==> src/rtl/prot_pkg.sv <==
package prot_pkg;

    localparam int NBLK  = 71;
    localparam int IDX_W = 7;

    typedef enum logic [1:0] {
        LVL_OPEN   = 2'b00,
        LVL_LOCKED = 2'b01,
        LVL_FROZEN = 2'b11
    } prot_lvl_e;

    typedef enum logic [1:0] {
        CMD_NONE   = 2'b00,
        CMD_LOCK   = 2'b01,
        CMD_UNLOCK = 2'b10,
        CMD_FREEZE = 2'b11
    } prot_cmd_e;

    typedef enum logic [1:0] {
        REQ_READ  = 2'b00,
        REQ_PROG  = 2'b01,
        REQ_ERASE = 2'b10,
        REQ_RSVD  = 2'b11
    } prot_req_e;

    typedef struct packed {
        logic valid;
        logic grant;
    } prot_rsp_t;

    // Level after applying one command to a block currently at cur.
    function automatic prot_lvl_e next_lvl(input prot_lvl_e cur, input prot_cmd_e op);
        prot_lvl_e nxt;
        nxt = cur;
        case (op)
            CMD_LOCK:   nxt = (cur == LVL_FROZEN) ? LVL_FROZEN : LVL_LOCKED;
            CMD_UNLOCK: nxt = (cur == LVL_FROZEN) ? LVL_FROZEN : LVL_OPEN;
            CMD_FREEZE: nxt = LVL_FROZEN;
            default:    nxt = cur;
        endcase
        return nxt;
    endfunction

    // Permission rule for one request.
    function automatic logic may_access(input prot_req_e op, input prot_lvl_e lvl,
                                        input logic in_range, input logic supply_low);
        logic ok;
        case (op)
            REQ_READ:            ok = 1'b1;
            REQ_PROG, REQ_ERASE: ok = in_range && (lvl == LVL_OPEN) && !supply_low;
            default:             ok = 1'b0;
        endcase
        return ok;
    endfunction

endpackage

==> src/rtl/prot_cell.sv <==
module prot_cell
    import prot_pkg::*;
(
    input  logic      clk,
    input  logic      rst,
    input  logic      hit,
    input  prot_cmd_e op,
    output prot_lvl_e lvl_q,
    output prot_lvl_e lvl_d
);

    always_comb begin
        lvl_d = hit ? next_lvl(lvl_q, op) : lvl_q;
    end

    always_ff @(posedge clk) begin
        if (rst) lvl_q <= LVL_LOCKED;
        else     lvl_q <= lvl_d;
    end

endmodule

==> src/rtl/prot_decide.sv <==
module prot_decide
    import prot_pkg::*;
(
    input  logic      clk,
    input  logic      rst,
    input  logic      req_valid,
    input  prot_req_e req_op,
    input  prot_lvl_e tgt_lvl,
    input  logic      tgt_in_range,
    input  logic      supply_low,
    output prot_rsp_t rsp
);

    prot_rsp_t rsp_d;

    always_comb begin
        rsp_d.valid = req_valid;
        rsp_d.grant = req_valid && may_access(req_op, tgt_lvl, tgt_in_range, supply_low);
    end

    always_ff @(posedge clk) begin
        if (rst) rsp <= '0;
        else     rsp <= rsp_d;
    end

endmodule

==> src/rtl/prot_guard.sv <==
module prot_guard
    import prot_pkg::*;
#(
    parameter int N_BLK = NBLK,
    parameter int BW    = IDX_W
) (
    input  logic          clk,
    input  logic          rst,
    input  logic          cmd_valid,
    input  logic [1:0]    cmd_op,
    input  logic [BW-1:0] cmd_blk,
    input  logic          req_valid,
    input  logic [1:0]    req_op,
    input  logic [BW-1:0] req_blk,
    input  logic          vpp_low,
    input  logic [BW-1:0] qry_blk,
    output logic [1:0]    qry_state,
    output logic          rsp_valid,
    output logic          rsp_grant
);

    localparam int NSLOT = 1 << BW;

    prot_lvl_e lvl_q [NSLOT];
    prot_lvl_e lvl_d [NSLOT];
    prot_cmd_e cmd_e_w;
    prot_rsp_t rsp;
    logic      req_in_range;

    assign cmd_e_w      = prot_cmd_e'(cmd_op);
    assign req_in_range = (int'(req_blk) < N_BLK);

    for (genvar i = 0; i < NSLOT; i++) begin : g_slot
        if (i < N_BLK) begin : g_real
            prot_cell u_cell (
                .clk   (clk),
                .rst   (rst),
                .hit   (cmd_valid && (cmd_blk == BW'(i))),
                .op    (cmd_e_w),
                .lvl_q (lvl_q[i]),
                .lvl_d (lvl_d[i])
            );
        end else begin : g_pad
            assign lvl_q[i] = LVL_LOCKED;
            assign lvl_d[i] = LVL_LOCKED;
        end
    end

    prot_decide u_decide (
        .clk          (clk),
        .rst          (rst),
        .req_valid    (req_valid),
        .req_op       (prot_req_e'(req_op)),
        .tgt_lvl      (lvl_d[req_blk]),
        .tgt_in_range (req_in_range),
        .supply_low   (vpp_low),
        .rsp          (rsp)
    );

    assign qry_state = lvl_q[qry_blk];
    assign rsp_valid = rsp.valid;
    assign rsp_grant = rsp.grant;

endmodule

==> config.mk <==
export PLATFORM = sky130hd
export DESIGN_NAME = prot_guard
export DESIGN_NICKNAME = d
export VERILOG_FILES = /design/src/rtl/prot_pkg.sv /design/src/rtl/prot_cell.sv /design/src/rtl/prot_decide.sv /design/src/rtl/prot_guard.sv
export SDC_FILE = /design/constraint.sdc
export NUM_CORES = 1
export LEC_CHECK = 0
export CAP_MARGIN = 30
export CORE_MARGIN = 2
export CORE_UTILIZATION = 57
export DETAILED_ROUTE_END_ITERATION = 6
export PLACE_DENSITY = 0.87
export SYNTH_ARGS = -nofsm -noshare
export SYNTH_HDL_FRONTEND = slang
export SYNTH_SLANG_ARGS = --single-unit
==> constraint.sdc <==
create_clock -name clk -period 3.4 [get_ports clk]
set_clock_uncertainty 0.1 [all_clocks]
set_input_delay 0.51 -clock clk [delete_from_list [all_inputs] [get_ports clk]]
set_output_delay 0.51 -clock clk [all_outputs]
set_load 0.02 [all_outputs]
==> summary.md, run 1 <==
| Metric | Value |
|---|---|
| Post-GRT worst EP | qry_state[0] |
| Async SR Flop Fraction | 0 |
| Vert. Die Dim | 136.2 µm |
| Largest net degree at the start of global routing | 42 |
| Synthesis warning total | 0 |
| Synthesized area per cell | 8.478 µm² |
| Stop err | [ERROR GRT-0232] Routing congestion too high. Check the congestion heatmap in the GUI. |
| Clock buffer depth | 2 |
| Total GRT Usage | 0.6655 |
| # clock sinks | 144 |
| CTS Hold Bufs | 0 |
| H-tree depth | 4 |
| Register bit count reported by yosys | 144 |
| Clock Tree Root | clkbuf_16 |
| Post-synth top flop | dfxtp_1 |
| Global placer's final weighted congestion | 1.242 |
| Status | did not finish |
| Synthesized cell area | 9962 µm² |
| EDFF count, synth | 0 |
| Yosys cell types | 96 |
| Seq/Total Area, Yosys | 0.2894 |
| # port buffers | 33 |
| Rows | 48 |
| Worst End Pin Type | top-level output |
| Placed cell area | 12410 µm² |
| Syn nets | 1207 |
| Dpl ws | -0.4294 ns |
| Post-DP HPWL | 33880 µm |
| Total CTS buffers | 17 |
| Post CTS Setup Buffer Count | 0 |
| Die width | 136.2 µm |
| I/O pin count | 34 |
| Starting Density | 0.5800 |
| GR Overflow Total | 50 |
| Failed at | global routing (5_1_grt) |
| Synthesized netlist cell count | 1175 |
[per-stage QoR]
stage                      TNS [ns]  cells
after floorplan                   0   1175
after detailed placement     -1.212   1614
after global placement      -0.9885   1614
after CTS                 -0.008368   1647
[cell usage after synthesis, types with 22 or more instances]
cell	n	share of area
nand3_1	40	0.020
dfxtp_1	144	0.29
or2_2	24	0.015
o21ai_0	86	0.043
nor2_1	81	0.031
nand2_1	84	0.032
a21oi_1	72	0.036
o31ai_1	39	0.029
clkbuf_1	57	0.021
buf_2	37	0.019
o31a_1	24	0.021
nand4_1	31	0.019
mux4_2	45	0.10
o22ai_1	22	0.014
[what timing repair did]
item	4_1_cts
gates resized for setup	14
endpoints found under the setup margin	3
pin swaps	1
gates cloned	1
[metal layers]
layer,overflow,GRT usage
met5,1,0.2972
met4,22,0.6262
met3,3,0.5309
met2,23,0.8085
met1,1,0.6769
[logic make-up after synthesis]
logic type                 synth area share
buffers and inverters               0.06004
AOI/OAI and AO/OA                    0.2774
and+or+nand+nor                      0.2625
adders and majority gates          0.002512
DFF                                  0.2894
muxes                                0.1081
==> run 2, diff against run 1 <==
Settings changed: CORE_UTILIZATION 57 to 40, PLACE_DENSITY 0.87 to not set, PLACE_DENSITY_LB_ADDON set to 0.15.
Clock period 3.4 ns to 4.4 ns, I/O delays scaled along.
==> run 2 against run 1 <==
The flow now finishes, with violations (DRC). Area after synthesis did not move. Synthesized cell count did not move.
==> summary.md, run 2 <==
| Metric | Value |
|---|---|
| Startpoint type of the worst setup path | primary input |
| Synthesized cell area | 9962 µm² |
| Largest register FFs | 142 |
| Post-DP HPWL | 31460 µm |
| Failing checks | DRC |
| Post CTS Setup Buffer Count | 0 |
| CP Class | primary input to output port |
| Setup TNS | 0 ns |
| Critical path peak fanout | 29 |
| Worst skew pair latency | 0.43 ns |
| VDD IR max | 0.0001821 V |
| Pwr dens | 293.3 nW/µm² |
| Req. time, crit path | 3.64 ns |
| Starting Density | 0.4084 |
| Synthesis warning total | 0 |
| First-pass GRT wire length | 65250 µm |
| Fin area | 11470 µm² |
| Clock Tree Root | clkbuf_16 |
| Number of max-slew violations in the final report | 0 |
| Placed cell area | 10850 µm² |
| Number of nets still failing antenna checks after routing | 0 |
| Most used routing layer | met2 |
| Die width | 161.8 µm |
| Worst-path clk slew | 0.06 ns |
| Synthesized netlist cell count | 1175 |
| EDFF count, synth | 0 |
| Leading cell types in the layout, fill and taps excluded | dfxtp_1, o21ai_0, nand2_1, nor2_1, buf_4 |
| Vias/cell | 7.076 |
| Wire length per cell | 28.68 µm |
| Static Leakage | 3.717 nW |
| Rows | 57 |
| Total GRT Usage | 0.3322 |
| Final hold slack | 0.3991 ns |
| # diodes | 0 |
| Largest area contributor in the netlist | dfxtp_1 |
| Area contributors post-synth | dfxtp_1, mux4_2, o21ai_0, a21oi_1, nand2_1 |
| DRT iter0 DRCs | 1618 |
| Reg2reg path depth | 9 |
| GR Overflow Total | 0 |
| # port buffers | 33 |
| Critical Path End Type | output port |
| Seq/Total Area, Yosys | 0.2894 |
| Vias in the first global route | 9982 |
| Core area | 24390 µm² |
| Final setup viols | 0 |
| Yosys cell types | 96 |
| Crit share post-route | 0.9551 |
| Tmin final | 4.203 ns |
| Crit path DAT | 3.44 ns |
| Vert. Die Dim | 161.8 µm |
| Tightest Hold Check Type | register to register |
| Total Wirelength | 43940 µm |
| Worst Hold Launch | g_slot[36].g_real.u_cell.lvl_q[1] |
| Area of the multi-input gates | 6491 µm² |
| R2R Path Start | g_slot[2].g_real.u_cell.lvl_q[0] |
| Largest net degree at the start of global routing | 51 |
| Hold Vio Cnt, Final | 0 |
| Most common cell after layout, fill and taps aside | dfxtp_1 |
| Status | complete, but fails checks |
| RSZ-0062 raised after global routing | no |
| Post-synth top flop | dfxtp_1 |
| CTS tree | yes |
| Final Worst Setup Slack | 0.1974 ns |
| Register Area | 2883 µm² |
| Most flops, register | g_slot.g_real.u_cell.lvl_q |
| Register bit count reported by yosys | 144 |
| Clock buffer depth | 2 |
| Syn nets | 1207 |
| Met2 Resource Use GR | 0.4965 |
| # nets final | 1229 |
| Met3 Usage GRT | 0.06742 |
| CTS Hold Bufs | 0 |
| Synth cell count leaders | dfxtp_1, o21ai_0, nand2_1, nor2_1, a21oi_1 |
| H-tree depth | 4 |
| Post-synth top area share | 0.2894 |
| Initial antenna violation count | 1 |
| Largest registers | g_slot.g_real.u_cell.lvl_q x142, u_decide.rsp x2 |
| Synthesized area per cell | 8.478 µm² |
| Dpl ws | 0.1980 ns |
| Drt pass-1 iters | 7 |
| Hold EP | g_slot[36].g_real.u_cell.lvl_q[1] |
| Post-cts resize count | 0 |
| Residual DRC | 1 |
| Met1 Use GR | 0.4649 |
| Reg2reg end | u_decide.rsp[0] |
| Worst Hold Path Cells | 2 |
| I/O pin count | 34 |
| Reg2Reg Setup Slack | 1.81 ns |
| Fillers | 2418 |
| Area Growth Syn to Fin | 15.11% |
| Count leader, synth | dfxtp_1 |
| Async SR Flop Fraction | 0 |
| Worst-Margin Slew | 0.8362 ns |
| DR vias | 10840 |
| Fmax | 237.9 MHz |
| Die ar. | 26180 µm² |
| Final core occ | 0.4701 |
| Max-Cap Viols | 0 |
| Total CTS buffers | 17 |
| Relative slew slack | 0.4425 |
| # clock sinks | 144 |
| Share of layout cells above drive strength 1 | 0.1896 |
| Global placer's final weighted congestion | 0.9804 |
## run 2: where the power goes
group	switching, W	leakage (nW)	total [W]	internal, W
logic	0.000332	2.26	0.000487	0.000155
registers	0.00000209	1.16	0.00131	0.00131
clock network	0.000623	0.292	0.00157	0.000945
total	0.000958	3.72	0.00336	0.00241
## run 2: per-stage QoR
stage               power (W)  std cells
detailed placement   0.001804       1502
floorplan            0.001598       1175
global route         0.003427       1532
global placement     0.001805       1502
CTS                  0.003351       1532
finish               0.003363       1532
## run 2: final cells by class
cell class | count | share of cell area
multi-input cells | 904 | 0.5661
flip-flops and latches | 144 | 0.2514
repair buffers | 115 | 0.08882
clock buffers | 17 | 0.03710
well taps | 324 | 0.03535
clock inverters | 13 | 0.01637
inverters | 15 | 0.004910
## run 2: worst max-delay path, cell delays in order
cell and delay [ns]:
buf_2 0.13, buf_12 0.24, mux4_2 0.54, mux4_2 0.55, mux4_2 0.51, a22o_1 0.25, clkdlybuf4s50_1 0.54
## run 2: worst max path at each step
stage | startpoint | end | slack, ns | depth (start not counted)
5_1_grt | qry_blk[0] | qry_state[1] | 0.15 | 7
6_report | qry_blk[0] | qry_state[1] | 0.20 | 7
2_1_floorplan | qry_blk[0] | qry_state[0] | 0.67 | 7
4_1_cts | qry_blk[0] | qry_state[1] | 0.18 | 7
3_5_place_dp | qry_blk[0] | qry_state[1] | 0.20 | 7
3_3_place_gp | qry_blk[0] | qry_state[1] | 0.21 | 7
## run 2: logic make-up (layout without fill, tap and decap cells)
group / after synthesis / count (layout) / share of synthesized area
simple gates: 446 / 446 / 0.2625
fa+ha+maj: 2 / 2 / 0.002512
compound gates: 405 / 405 / 0.2774
flops: 144 / 144 / 0.2894
mux: 51 / 51 / 0.1081
buf+inv: 127 / 160 / 0.06004
## run 2: routing by layer
layer | share of wire | wire length [µm] | vias up
li1 | - | - | 4636
met1 | 0.40 | 17760 | 5200
met2 | 0.43 | 18720 | 835
met3 | 0.12 | 5293 | 167
met4 | 0.049 | 2156 | 2
met5 | 0.00030 | 13 | -
(Power assumes the default switching activity.)
